--- src/rtl/dfa_pkg.sv ---
package dfa_pkg;

  // How a collapse command reads the ring out.
  typedef enum logic {
    READ_FOLD  = 1'b0,
    READ_SLOTS = 1'b1
  } read_mode_e;

  // Worst-case cycles allowed for a fold of s slots.
  function automatic int collapse_bound(input int s);
    return s * ($clog2(s) + 1);
  endfunction

endpackage

--- src/rtl/dfa_ring.sv ---
// Adder pipeline closed into a ring: the sum leaving the last register
// is added to the incoming product and re-enters the first register.
module dfa_ring #(
  parameter int STAGES = 4,
  parameter int DATA_W = 16,
  parameter int ACC_W  = 40
) (
  input  logic                       clk,
  input  logic                       rst_n,
  input  logic                       clr_i,
  input  logic                       add_en_i,
  input  logic [DATA_W-1:0]          prod_i,
  output logic [ACC_W-1:0]           tap_o,
  output logic [$clog2(STAGES)-1:0]  slot_o,
  output logic [STAGES*ACC_W-1:0]    flat_o
);
  localparam int IW = $clog2(STAGES);

  logic [ACC_W-1:0] stage_q [STAGES];
  logic [ACC_W-1:0] stage_d [STAGES];
  logic [IW-1:0]    ptr_q, ptr_d;
  logic [ACC_W-1:0] addend;

  always_comb begin
    addend = add_en_i ? {{(ACC_W-DATA_W){prod_i[DATA_W-1]}}, prod_i} : '0;
    for (int i = 0; i < STAGES; i++) begin
      if (clr_i)       stage_d[i] = '0;
      else if (i == 0) stage_d[i] = stage_q[STAGES-1] + addend;
      else             stage_d[i] = stage_q[i-1];
    end
    if (clr_i || ptr_q == IW'(STAGES-1)) ptr_d = '0;
    else                                 ptr_d = ptr_q + 1'b1;
  end

  always_ff @(posedge clk or negedge rst_n) begin
    if (!rst_n) begin
      ptr_q <= '0;
      for (int i = 0; i < STAGES; i++) stage_q[i] <= '0;
    end else begin
      ptr_q <= ptr_d;
      for (int i = 0; i < STAGES; i++) stage_q[i] <= stage_d[i];
    end
  end

  generate
    for (genvar g = 0; g < STAGES; g++) begin : g_flat
      assign flat_o[g*ACC_W +: ACC_W] = stage_q[g];
    end
  endgenerate

  assign tap_o  = stage_q[STAGES-1];
  assign slot_o = ptr_q;
endmodule

--- src/rtl/dfa_fold.sv ---
// Pairwise reduction of a slot snapshot: strides STAGES/2 .. 1,
// each level held for one adder latency of STAGES cycles.
module dfa_fold #(
  parameter int STAGES = 4,
  parameter int ACC_W  = 40
) (
  input  logic                    clk,
  input  logic                    rst_n,
  input  logic                    abort_i,
  input  logic                    start_i,
  input  logic [STAGES*ACC_W-1:0] snap_i,
  output logic                    run_o,
  output logic [ACC_W-1:0]        res_o,
  output logic                    done_o
);
  localparam int LV = $clog2(STAGES);
  localparam int WW = LV;
  localparam int LW = $clog2(LV + 1);

  logic             run_q, run_d;
  logic [WW-1:0]    wait_q, wait_d;
  logic [LW-1:0]    lvl_q, lvl_d;
  logic             done_q, done_d;
  logic [ACC_W-1:0] res_q, res_d;
  logic [ACC_W-1:0] fold_q [STAGES];
  logic [ACC_W-1:0] fold_d [STAGES];
  logic             load_en;
  int               stride;

  always_comb begin
    run_d  = run_q;
    wait_d = wait_q;
    lvl_d  = lvl_q;
    res_d  = res_q;
    done_d = 1'b0;
    fold_d = fold_q;
    stride = STAGES >> (int'(lvl_q) + 1);
    if (abort_i) begin
      run_d = 1'b0;
    end else if (start_i && !run_q) begin
      run_d  = 1'b1;
      wait_d = '0;
      lvl_d  = '0;
      for (int i = 0; i < STAGES; i++) fold_d[i] = snap_i[i*ACC_W +: ACC_W];
    end else if (run_q) begin
      if (wait_q == WW'(STAGES-1)) begin
        wait_d = '0;
        lvl_d  = lvl_q + 1'b1;
        for (int i = 0; i < STAGES; i++)
          if (i < stride) fold_d[i] = fold_q[i] + fold_q[i+stride];
        if (lvl_q == LW'(LV-1)) begin
          run_d  = 1'b0;
          done_d = 1'b1;
          res_d  = fold_q[0] + fold_q[1];
        end
      end else begin
        wait_d = wait_q + 1'b1;
      end
    end
  end

  assign load_en = start_i | run_q;

  always_ff @(posedge clk or negedge rst_n) begin
    if (!rst_n) begin
      run_q  <= 1'b0;
      wait_q <= '0;
      lvl_q  <= '0;
      done_q <= 1'b0;
    end else begin
      run_q  <= run_d;
      wait_q <= wait_d;
      lvl_q  <= lvl_d;
      done_q <= done_d;
    end
  end

  always_ff @(posedge clk) begin
    if (load_en) begin
      for (int i = 0; i < STAGES; i++) fold_q[i] <= fold_d[i];
    end
    if (done_d) res_q <= res_d;
  end

  assign run_o  = run_q;
  assign res_o  = res_q;
  assign done_o = done_q;
endmodule

--- src/rtl/dot_fold_acc.sv ---
module dot_fold_acc
  import dfa_pkg::*;
#(
  parameter int STAGES = 4,
  parameter int DATA_W = 16,
  parameter int ACC_W  = 40
) (
  input  logic                      clk,
  input  logic                      rst_n,
  input  logic                      clr_i,
  input  logic                      in_vld_i,
  input  logic [DATA_W-1:0]         prod_i,
  input  logic                      collapse_i,
  input  logic                      multi_i,
  output logic [ACC_W-1:0]          res_o,
  output logic [$clog2(STAGES)-1:0] res_idx_o,
  output logic                      done_o,
  output logic                      busy_o
);
  localparam int IW = $clog2(STAGES);

  // reset: asserted asynchronously, released on the clock
  logic [1:0] rst_sync_q;
  logic       rst_int_n;
  always_ff @(posedge clk or negedge rst_n) begin
    if (!rst_n) rst_sync_q <= '0;
    else        rst_sync_q <= {rst_sync_q[0], 1'b1};
  end
  assign rst_int_n = rst_sync_q[1];

  logic                    cmd_ok, fold_go, slot_go, add_en;
  logic                    fold_run, fold_done;
  logic [ACC_W-1:0]        fold_res, tap;
  logic [IW-1:0]           tap_slot;
  logic [STAGES*ACC_W-1:0] snap;
  read_mode_e              mode;

  logic             drain_q, drain_d;
  logic [IW-1:0]    dcnt_q, dcnt_d;
  logic             ddone_q, ddone_d;
  logic [ACC_W-1:0] dres_q, dres_d;
  logic [IW-1:0]    didx_q, didx_d;

  assign busy_o  = fold_run | drain_q;
  assign mode    = read_mode_e'(multi_i);
  assign cmd_ok  = collapse_i & ~busy_o & ~clr_i;
  assign fold_go = cmd_ok & (mode == READ_FOLD);
  assign slot_go = cmd_ok & (mode == READ_SLOTS);
  assign add_en  = in_vld_i & ~busy_o & ~collapse_i;

  dfa_ring #(.STAGES(STAGES), .DATA_W(DATA_W), .ACC_W(ACC_W)) u_ring (
    .clk      (clk),
    .rst_n    (rst_int_n),
    .clr_i    (clr_i),
    .add_en_i (add_en),
    .prod_i   (prod_i),
    .tap_o    (tap),
    .slot_o   (tap_slot),
    .flat_o   (snap)
  );

  dfa_fold #(.STAGES(STAGES), .ACC_W(ACC_W)) u_fold (
    .clk     (clk),
    .rst_n   (rst_int_n),
    .abort_i (clr_i),
    .start_i (fold_go),
    .snap_i  (snap),
    .run_o   (fold_run),
    .res_o   (fold_res),
    .done_o  (fold_done)
  );

  // slot readout: one slot per cycle as the ring turns past the tap
  always_comb begin
    drain_d = drain_q;
    dcnt_d  = dcnt_q;
    ddone_d = 1'b0;
    dres_d  = dres_q;
    didx_d  = didx_q;
    if (clr_i) begin
      drain_d = 1'b0;
    end else if (slot_go) begin
      drain_d = 1'b1;
      dcnt_d  = '0;
    end else if (drain_q) begin
      ddone_d = 1'b1;
      dres_d  = tap;
      didx_d  = tap_slot;
      dcnt_d  = dcnt_q + 1'b1;
      if (dcnt_q == IW'(STAGES-1)) drain_d = 1'b0;
    end
  end

  always_ff @(posedge clk or negedge rst_int_n) begin
    if (!rst_int_n) begin
      drain_q <= 1'b0;
      dcnt_q  <= '0;
      ddone_q <= 1'b0;
    end else begin
      drain_q <= drain_d;
      dcnt_q  <= dcnt_d;
      ddone_q <= ddone_d;
    end
  end

  always_ff @(posedge clk) begin
    if (ddone_d) begin
      dres_q <= dres_d;
      didx_q <= didx_d;
    end
  end

  assign done_o    = fold_done | ddone_q;
  assign res_o     = fold_done ? fold_res : dres_q;
  assign res_idx_o = fold_done ? '0 : didx_q;
endmodule

--- config.mk ---
export PLATFORM = sky130hd
export DESIGN_NAME = dot_fold_acc
export DESIGN_NICKNAME = d
export VERILOG_FILES = /design/src/rtl/dfa_pkg.sv /design/src/rtl/dfa_ring.sv /design/src/rtl/dfa_fold.sv /design/src/rtl/dot_fold_acc.sv
export SDC_FILE = /design/constraint.sdc
export NUM_CORES = 1
export LEC_CHECK = 0
export BUFFER_PORTS_ARGS = -buffer_cell sky130_fd_sc_hd__buf_2
export CORE_UTILIZATION = 25
export DETAILED_ROUTE_END_ITERATION = 6
export MAX_ROUTING_LAYER = met4
export PLACE_DENSITY = 0.47
export SLEW_MARGIN = 0
export SYNTH_ARGS = -nofsm -noshare
export SYNTH_HDL_FRONTEND = slang
export SYNTH_SLANG_ARGS = --single-unit
--- constraint.sdc ---
create_clock -name clk -period 5.4 [get_ports clk]
set_input_delay 0.27 -clock clk [delete_from_list [all_inputs] [get_ports clk]]
set_output_delay 0.27 -clock clk [all_outputs]
set_load 0.01 [all_outputs]
Yosys cells after proc, flatten, opt, wreduce, memory -nomap -nowiden

Index checks and enable logic that the tools add are counted.

Input bits: 22
Logic and storage cells: 137
Output and inout bits: 44
Flip-flop bits (word level): 416

Reductions and logical operators: 19
Muxes and demuxes: 52
Eq/ne operators: 4
Shift operators: 1
Bitwise gates (word level): 19
$add $sub $neg: 14
Magnitude comparators: 8

Operators with widths:

| cell                                                                    | count |
|---|---|
| 40-bit two-way mux                                                      | 18 |
| 160-bit two-way mux                                                     | 3 |
| 40-bit binary-select mux with 2-bit select                              | 4 |
| 40-bit adder                                                            | 6 |
| 32-bit by 3-bit >= comparator with 1-bit output (second input constant) | 4 |
| 32-bit inverter                                                         | 4 |
| 3-bit by 32-bit adder with 32-bit output (first input constant)         | 2 |
| 3-bit by 32-bit < comparator with 1-bit output (first input constant)   | 2 |
| 2-bit by 32-bit adder with 32-bit output (first input constant)         | 1 |
| 1-bit by 32-bit < comparator with 1-bit output (first input constant)   | 1 |
| 2-bit by 32-bit < comparator with 1-bit output (first input constant)   | 1 |
| 3-bit by 32-bit >> shifter with 32-bit output (first input constant)    | 1 |
| 2-bit two-way mux                                                       | 10 |
| 5-bit AND reduction                                                     | 4 |
| 1-bit two-way mux                                                       | 17 |
| 2-bit nonzero test                                                      | 7 |
| 2-bit by 1-bit adder with 2-bit output (second input constant)          | 4 |
| 1-bit bitwise AND                                                       | 6 |
| 2-bit equality test (second input constant)                             | 3 |
| 1-bit inverter                                                          | 6 |
| 6-bit AND reduction                                                     | 1 |
| 2-bit AND reduction                                                     | 2 |
| 4-bit AND reduction                                                     | 1 |
| 2-bit by 1-bit adder with 3-bit output (second input constant)          | 1 |
| 6 further kinds                                                         | 8 |

Longest topological paths before layout

Gate-level depths: netlist (run 1).

Depth after elaboration: 12
Mapped depth: 21
Depth with buffers taken out: 18

Cells and area by module

Synthesis (run 1) repeated with hierarchy kept, for this count alone.

Cell total of the unflattened synthesis: 3238
Area total of the unflattened synthesis: 31883.1 sq um

By module, submodules not included:

| module       | seq. area each (sq um) | instances | area an instance (sq um) | cells each |
|---|---|---|---|---|
| dfa_fold     | 6155.9                 | 1         | 21794.7                  | 2375 |
| dfa_ring     | 4053.9                 | 1         | 7845.0                   | 750 |
| dot_fold_acc | 1411.4                 | 1         | 2243.4                   | 113 |

Worst setup path after synthesis (run 1)

OpenSTA, ideal clock, no wires.

Kind: reg-to-reg
Start: register u_fold.lvl_q[1]
End: register u_fold.fold_q[113] in the netlist's numbering, data pin
Setup time: 0.260 ns
Data required time: 5.140 ns
Buffers on the path: 4
Arrival: 5.067 ns
Slack: 0.073 ns
Stages on the path, launching flop included: 20
Period minus slack after synthesis: 5.327 ns
Cells stage by stage: dfrtp_1 > inv_1 > ha_1 > clkbuf_1 > clkbuf_1 > inv_1 > ha_1 > clkbuf_1 > buf_1 > mux4_2 > ha_1 > o21ai_0 > o21ai_0 > o211ai_1 > a211o_1 > a2111oi_0 > o211ai_1 > nand2_1 > xor2_1 > mux2_2

Cells in the longest elaborated chain, start to end: 12

RTL lines:

| item                                                   | line           | text |
|---|---|---|
| start: declaration                                     | dfa_fold.sv:22 | `logic [LW-1:0] lvl_q, lvl_d;` |
| start signal: assignment                               | dfa_fold.sv:73 | `lvl_q <= lvl_d;` |
| 2-bit by 1-bit adder with 3-bit output                 | dfa_fold.sv:37 | `stride = STAGES >> (int'(lvl_q) + 1);` |
| 3-bit by 32-bit >> shifter with 32-bit output          | dfa_fold.sv:37 |  |
| 2-bit by 32-bit adder with 32-bit output               | dfa_fold.sv:50 | `if (i < stride) fold_d[i] = fold_q[i] + fold_q[i+stride];` |
| 32-bit inverter (implied by the code)                  | dfa_fold.sv:50 |  |
| 40-bit binary-select mux with 2-bit select             | dfa_fold.sv:50 |  |
| 40-bit two-way mux (implied by the code) (2 in series) | dfa_fold.sv:50 |  |
| 40-bit adder                                           | dfa_fold.sv:50 |  |
| 40-bit two-way mux                                     | dfa_fold.sv:50 |  |
| 160-bit two-way mux                                    | dfa_fold.sv:46 | `if (wait_q == WW'(STAGES-1)) begin` |
| 160-bit two-way mux                                    | dfa_fold.sv:45 | `end else if (run_q) begin` |
| 160-bit two-way mux                                    | dfa_fold.sv:40 | `end else if (start_i && !run_q) begin` |
| end: declaration                                       | dfa_fold.sv:25 | `logic [ACC_W-1:0] fold_q [STAGES];` |

Every way passes these cells. The select of a mux whose other input is x is not followed.
A chain may end at the register's enable or synchronous reset.

Final worst setup path (run 1)

Start: register u_fold.lvl_q[0]
End: register u_fold.fold_q[112] in the netlist's numbering, data pin

The elaborated chain is that of the path after synthesis.

==> metrics.md, run 1 <==
| Metric | Value |
|---|---|
| Pwr dens | 392 nW/um2 |
| Compound-Gate Fraction of Synth Area | 17.8% |
| Pleak | 14.3 nW |
| Met1 wire length | 54500 um |
| First-pass GRT wire length | 162000 um |
| DP HPWL | 85100 um |
| Final worst slack | 0.249 ns |
| Syn Inst Count | 3244 |
| Num rows | 129 |
| Routed wire length | 110000 um |
| CTS Root Cell | clkbuf_16 |
| Worst setup SP type | flip-flop |
| EDFF count, synth | 242 |
| Clock slew at reported path FFs | 0.06 ns |
| Routed vias/inst | 5.23 |
| Setup Fix Bufs, Post-CTS | 0 |
| CP required | 5.74 ns |
| Initial Util | 25.3% |
| Fmax | 194 MHz |
| Detailed router's first-iteration violation count | 2104 |
| CP Class | reg -> reg |
| Reg area | 11600 um2 |
| Antenna violations before repair | 3 |
| IO Count | 66 |
| Synthesized area | 31500 um2 |
| Number of fill cells | 13100 |
| Max FO, Critical Path | 12 |
| Largest net degree at the start of global routing | 164 |
| Dpl ws | 0.317 ns |
| Die Ht | 357 um |
| Clk_lat worst skew | 0.63 ns |
| H-tree depth | 2 |
| Number of global-route vias before repair | 24600 |
| WL met3 | 6820 um |
| Fin crit share | 95.4% |
| Fin nets | 3495 |
| Most used DFF post-synth | edfxtp_1 |
| Chip Width | 357 um |
| RD Place Congestion | 0.949 |
| Num CTS Buffers | 48 |
| Kind of end point of the critical path | flip-flop |
| DR WL/cell | 22.4 um |
| RSZ-0062 raised after global routing | false |
| Tightest Pin Transition | 1.11 ns |
| Max_cap viols | 0 |
| Status | finished, final reports clean |
| Worst hold stages | 2 |
| Num Clock Sinks | 416 |
| Synth Area in Adders | 9.12% |
| Port Buffers | 65 |
| Area grow syn2layout | 12.4% |
| Min-delay worst type | in -> reg |
| Longest Clk Path Bufs | 3 |
| Number of distinct library cells after synthesis | 96 |
| Post-synthesis xor/xnor area fraction | 5.81% |
| Tmin final | 5.15 ns |
| Drt pass-1 iters | 6 |
| Sequential fraction of the synthesis area | 36.9% |
| Syn avg cell area | 9.71 um2 |
| Total power draw | 13.9 mW |
| Antenna-violating nets left | 0 |
| Post-synthesis register bit count | 416 |
| Peak supply drop | 0.000261 V |
| Post-synthesis mux area share | 10.7% |
| CTS tree | built |
| Met2 routed WL | 46000 um |
| Remaining routing DRC violations | 0 |
| Clock skew | 0.0292 ns |
| Remaining global-route overflow | 0 |
| GRT Overall Usage | 17.5% |
| Max-slew violations | 0 |
| Critical path arrival | 5.49 ns |
| Highest metal used | met4 |
| FF-to-FF path depth | 18 |
| Post-Synth Simple-Gate Area | 16.4% |
| Final cell count without fillers | 4925 |
| Largest family of logic cells by synthesized area | compound AO/OA/AOI/OAI gates |
| Synthesized Nets | 3492 |
| Area of the multi-input gates | 19000 um2 |
| Final count of hold timing violations | 0 |
| Ys Warns | 0 |
| Finished Core Util | 28.5% |
| Ys async rst share | 41.8% |
| Die ar. | 127000 um2 |
| Slew headroom | 23.8% |
| Vias | 25800 |
| Final setup viols | 0 |
| Setup TNS Final | 0 ns |
| Share of cells above drive strength 1 | 11.6% |
| Post-Place Cells | 4831 |
| Core area | 124000 um2 |
cell families (layout without fill, tap and decap cells):
family / after synthesis / in the layout
AO/OA/AOI/OAI: 887 / 887
XOR/XNOR: 209 / 209
adder cells (fa/ha/maj): 226 / 226
buffers and inverters: 245 / 288
flip-flops: 416 / 416
multiplexers: 223 / 223
other: 1 / 2
AND/OR/NAND/NOR: 1037 / 1037
synth_stat cells, types with 13 or more instances:
library cell  count  area share, %
a211oi_1         24           0.57
a21boi_0         14           0.33
a21o_1          106            2.5
a21oi_1         317            5.0
a31oi_1          33           0.66
and2_1           49           0.97
and3_1           30           0.60
buf_1            22           0.26
clkbuf_1        124            1.5
dfrtp_1         174             14
edfxtp_1        242             23
ha_1            220            8.7
inv_1            80           0.95
mux2_2           42            1.5
mux2i_1          93            3.0
mux4_2           88            6.3
nand2_1         268            3.2
nand2b_1         26           0.52
nand3_1          60           0.95
nand4_1          35           0.70
nor2_1          257            3.1
nor2b_1         154            3.1
nor3_1           63            1.0
nor3b_1          13           0.31
nor4_1           20           0.40
o211ai_1         22           0.52
o21a_1           25           0.60
o21ai_0         166            2.6
o21bai_1         25           0.60
o31a_1           19           0.53
o31ai_1          14           0.33
or3_1            13           0.26
xnor2_1         114            3.2
xor2_1           95            2.6
per-stage QoR:
step	hold slack [ns]	instance area [um2]
after floorplan	-0.0256	31500
after global placement	0.0573	33700
after detailed placement	0.0605	33700
after CTS	0.0546	35400
after global routing	0.0724	35400
final	0.0675	35400
cells in the final DEF, fill, tap and decap left out, types with 12 or more instances in the layout:
master       n
a31oi_1     32
nand2b_1    25
mux4_2      88
and4_1      12
o21bai_1    25
o21ai_0    166
and3_1      30
nand3_1     60
o31ai_1     14
a21o_1     106
o211ai_1    22
nand2_1    268
buf_4       40
a21boi_0    14
or2_2       12
inv_1       78
o21a_1      25
o31a_1      19
nor3_1      63
nand4_1     35
clkbuf_16   49
xor2_1      95
a211oi_1    24
nor2b_1    154
nor4_1      20
edfxtp_1   242
xnor2_1    114
and2_1      49
mux2i_1     93
nor3b_1     13
nor2_1     256
mux2_2      42
a21oi_1    314
buf_2       64
ha_1       215
or3_1       13
dfrtp_1    172
power by group:
part | total [mW] | internal, mW | switching, mW
sequential | 4.04 | 3.81 | 0.226
combinational | 6.33 | 2.68 | 3.65
clock | 3.49 | 2.00 | 1.49
layer usage:
layer | vias up | global-route usage (%)
li1 | 12100 | -
met3 | 135 | 2.44
met5 | - | -
met1 | 12800 | 25.5
met4 | 0 | 5.15
met2 | 801 | 24.7
critical path: stages (launching register included):
cell and delay, ns:
dfrtp_1 0.46, inv_1 0.17, ha_4 0.24, inv_2 0.06
ha_2 0.60, mux4_2 0.57, ha_1 0.24, inv_1 0.08
fa_1 0.22, nand2b_1 0.15, a21oi_1 0.15, o41ai_1 0.46
buf_4 0.21, a311o_1 0.28, a21oi_1 0.12, or3b_2 0.45
a21oi_1 0.18, xor2_1 0.16, a21oi_1 0.08
final timing paths:
check | from | to | slack, ns
worst max-delay path | u_fold.lvl_q[0] | u_fold.fold_q[112] | 0.25
worst max register to register | u_fold.lvl_q[0] | u_fold.fold_q[112] | 0.25
min in group asynchronous | rst_sync_q[1] | u_ring.flat_o[40] | 0.40
worst min-delay path | clr_i | u_ring.flat_o[16] | 0.07
worst min register to register | rst_sync_q[0] | rst_sync_q[1] | 0.35
max in group asynchronous | rst_sync_q[1] | u_ring.tap_o[13] | 3.78
timing repair:
item	4_1_cts	5_1_grt
setup endpoints to repair	0	2
hold buffers	3	0
endpoints found under the hold margin	5	0
resized for setup	0	2
flip-flops by register name, summed over array words and instances (netlist names), 40 cells and up:
name / flops
dres_q: 40
u_fold.fold_q: 160
u_fold.res_o: 40
u_ring.flat_o: 120
u_ring.tap_o: 40
final cells by class:
cell class / instances / area share, %
multi-input cells: 2583 / 53.5
diodes: 1 / 0.00707
clock buffers: 57 / 3.60
clock inverters: 33 / 1.06
well taps: 1637 / 5.78
inverters: 83 / 0.894
repair buffers: 115 / 2.29
flip-flops and latches: 416 / 32.8
Power figures use the tool's default switching activity.
==> inputs of run 2 (changes only) <==
- clock period: 5.4 -> 4.2 ns (I/O delays scaled with it)
==> run 2 against run 1 <==
- the flow now finishes with violations (setup timing)
- critical path depth rose by 2
- clock power grew 26%
- sequential share of layout area down 5.2 points
- worst hold slack improved by 0.021 ns
- non-clock buffer count grew 552
==> metrics.md, run 2 (synthesis results as in run 1) <==
| Metric | Value |
|---|---|
| Status | complete, but fails checks |
| Routing usage on met3 | 2.78% |
| Max_cap viols | 0 |
| RSZ-0062 raised after global routing | true |
| Critical path arrival | 4.70 ns |
| Port Buffers | 65 |
| Num CTS Buffers | 49 |
| CTS Root Cell | clkbuf_16 |
| GRT Overall Usage | 18.9% |
| Vias | 28000 |
| Worst setup SP type | flip-flop |
| Min-delay worst type | in -> reg |
| Number of global-route vias before repair | 27200 |
| Remaining global-route overflow | 0 |
| Area of the multi-input gates | 21000 um2 |
| Number of fill cells | 12700 |
| Num rows | 129 |
| DR WL/cell | 22.0 um |
| Tightest Pin Transition | 0.932 ns |
| Drt pass-1 iters | 6 |
| Kind of end point of the critical path | flip-flop |
| Clk_lat worst skew | 0.63 ns |
| Chip Width | 357 um |
| Final worst slack | -0.138 ns |
| Pwr dens | 510 nW/um2 |
| Max-slew violations | 0 |
| Fin nets | 4048 |
| Max FO, Critical Path | 6 |
| Share of cells above drive strength 1 | 30.7% |
| Met1 Use GR | 27.2% |
| IO Count | 66 |
| Die ar. | 127000 um2 |
| Gr busiest metal | met2 |
| Largest net degree at the start of global routing | 104 |
| Pleak | 17.5 nW |
| Clock skew | 0.0187 ns |
| Setup TNS Final | -0.466 ns |
| Detailed router's first-iteration violation count | 2301 |
| Initial Util | 25.3% |
| RD Place Congestion | 0.972 |
| Die Ht | 357 um |
| Antenna-violating nets left | 0 |
| Most frequent cells in the layout | 514 x buf_4, 274 x a21oi_1, 262 x nand2_1 |
| Core area | 124000 um2 |
| Antenna violations before repair | 7 |
| Reg area | 11600 um2 |
| Failing checks | setup timing |
| Max reg flops | 160 |
| DP HPWL | 93100 um |
| H-tree depth | 2 |
| Routed wire length | 120000 um |
| CTS tree | built |
| Met2 Track Usage GR | 27.3% |
| First-pass GRT wire length | 175000 um |
| Worst hold stages | 3 |
| Clock slew at reported path FFs | 0.06 ns |
| Final setup viols | 7 |
| FF-to-FF path depth | 20 |
| Most common cell after layout, fill and taps aside | buf_4 |
| CP required | 4.56 ns |
| Num Clock Sinks | 416 |
| Longest Clk Path Bufs | 3 |
| Slew headroom | 37.9% |
| Peak supply drop | 0.000298 V |
| Remaining routing DRC violations | 0 |
| Area grow syn2layout | 33.8% |
| Fin crit share | 103% |
| Final count of hold timing violations | 0 |
| Tmin final | 4.34 ns |
| Top reg by flops | u_fold.fold_q |
| Dpl ws | -0.597 ns |
| CP Class | reg -> reg |
| Fmax | 231 MHz |
| Routed vias/inst | 5.10 |
==> run 2: cell types whose count changed in the layout (fill, tap and decap cells not counted), moves of 9 or more <==
cell,before,now
a211oi_1,24,12
ha_1,215,157
a21oi_1,314,274
buf_4,40,514
buf_12,6,30
mux2i_1,93,82
nor3_1,63,54
o21ai_1,3,29
a31oi_1,32,21
ha_4,3,55
o21ai_2,0,14
o21ai_0,166,121
a21oi_2,3,37
buf_6,1,46
==> run 2: power by group <==
part / total, mW / switching (mW) / internal (mW)
clock: 4.41 / 1.90 / 2.50
combinational: 11.9 / 5.94 / 5.97
sequential: 5.18 / 0.279 / 4.90
==> run 2: metrics by stage <==
stage	hold WS, ns	instances	instance area (um2)	utilization [%]	power, mW
5_1_grt	0.0929	5479	42100	33.9	22.8
6_report	0.0880	5481	42100	33.9	21.5
4_1_cts	0.0535	5434	40500	32.6	20.5
3_5_place_dp	0.00506	5310	37600	30.2	15.3
2_1_floorplan	-0.0856	3244	31700	-	11.3
3_3_place_gp	-0.00287	5310	37600	30.2	15.3
==> run 2: final cells by class <==
cell class                      count  area share, %
Clock inverter                     22          0.475
Tap cell                         1637           4.86
Sequential cell                   416           27.6
Antenna cell                        3         0.0178
Multi-Input combinational cell   2583           49.8
Timing Repair Buffer              667           13.1
Inverter                           83          0.757
Clock buffer                       70           3.39
==> run 2: critical path, cell delays in order (launching register included) <==
cell and delay, ns:
dfrtp_1 0.38, inv_2 0.09, buf_6 0.10, ha_4 0.13, inv_2 0.05, ha_4 0.29, buf_12 0.15, mux4_2 0.53
ha_4 0.19, inv_1 0.06, fa_1 0.19, nand2b_4 0.14, a21oi_2 0.09, o41ai_4 0.28, buf_4 0.21, a311o_1 0.34
a21oi_1 0.12, or3b_4 0.38, a21oi_2 0.15, xor2_1 0.15, a21oi_1 0.08
==> run 2: repair_timing <==
item	in CTS	in global routing
resized for setup	172	276
setup buffers	28	54
cloned	4	1
endpoints found under the setup margin	81	81
hold endpoints to repair	5	0
hold buffers	3	0
pin swaps	53	134
==> run 2: metal layers <==
| layer | vias up | share of wire [%] |
|---|---|---|
| met5 | - | 0 |
| met4 | 0 | 2.8 |
| met3 | 165 | 6.6 |
| met2 | 839 | 42 |
| met1 | 13700 | 48 |
| li1 | 13200 | - |
==> run 2: path summary, 6_finish.rpt <==
| kind | slack (ns) | start | to |
|---|---|---|---|
| min reg2reg | 0.35 | rst_sync_q[0] | rst_sync_q[1] |
| max | -0.14 | u_fold.lvl_q[1] | u_fold.fold_q[112] |
| min in group asynchronous | 0.45 | rst_n | rst_sync_q[1] |
| max reg2reg | -0.14 | u_fold.lvl_q[1] | u_fold.fold_q[112] |
| min | 0.09 | collapse_i | dcnt_q[1] |
| max in group asynchronous | 2.69 | rst_sync_q[1] | u_ring.flat_o[103] |
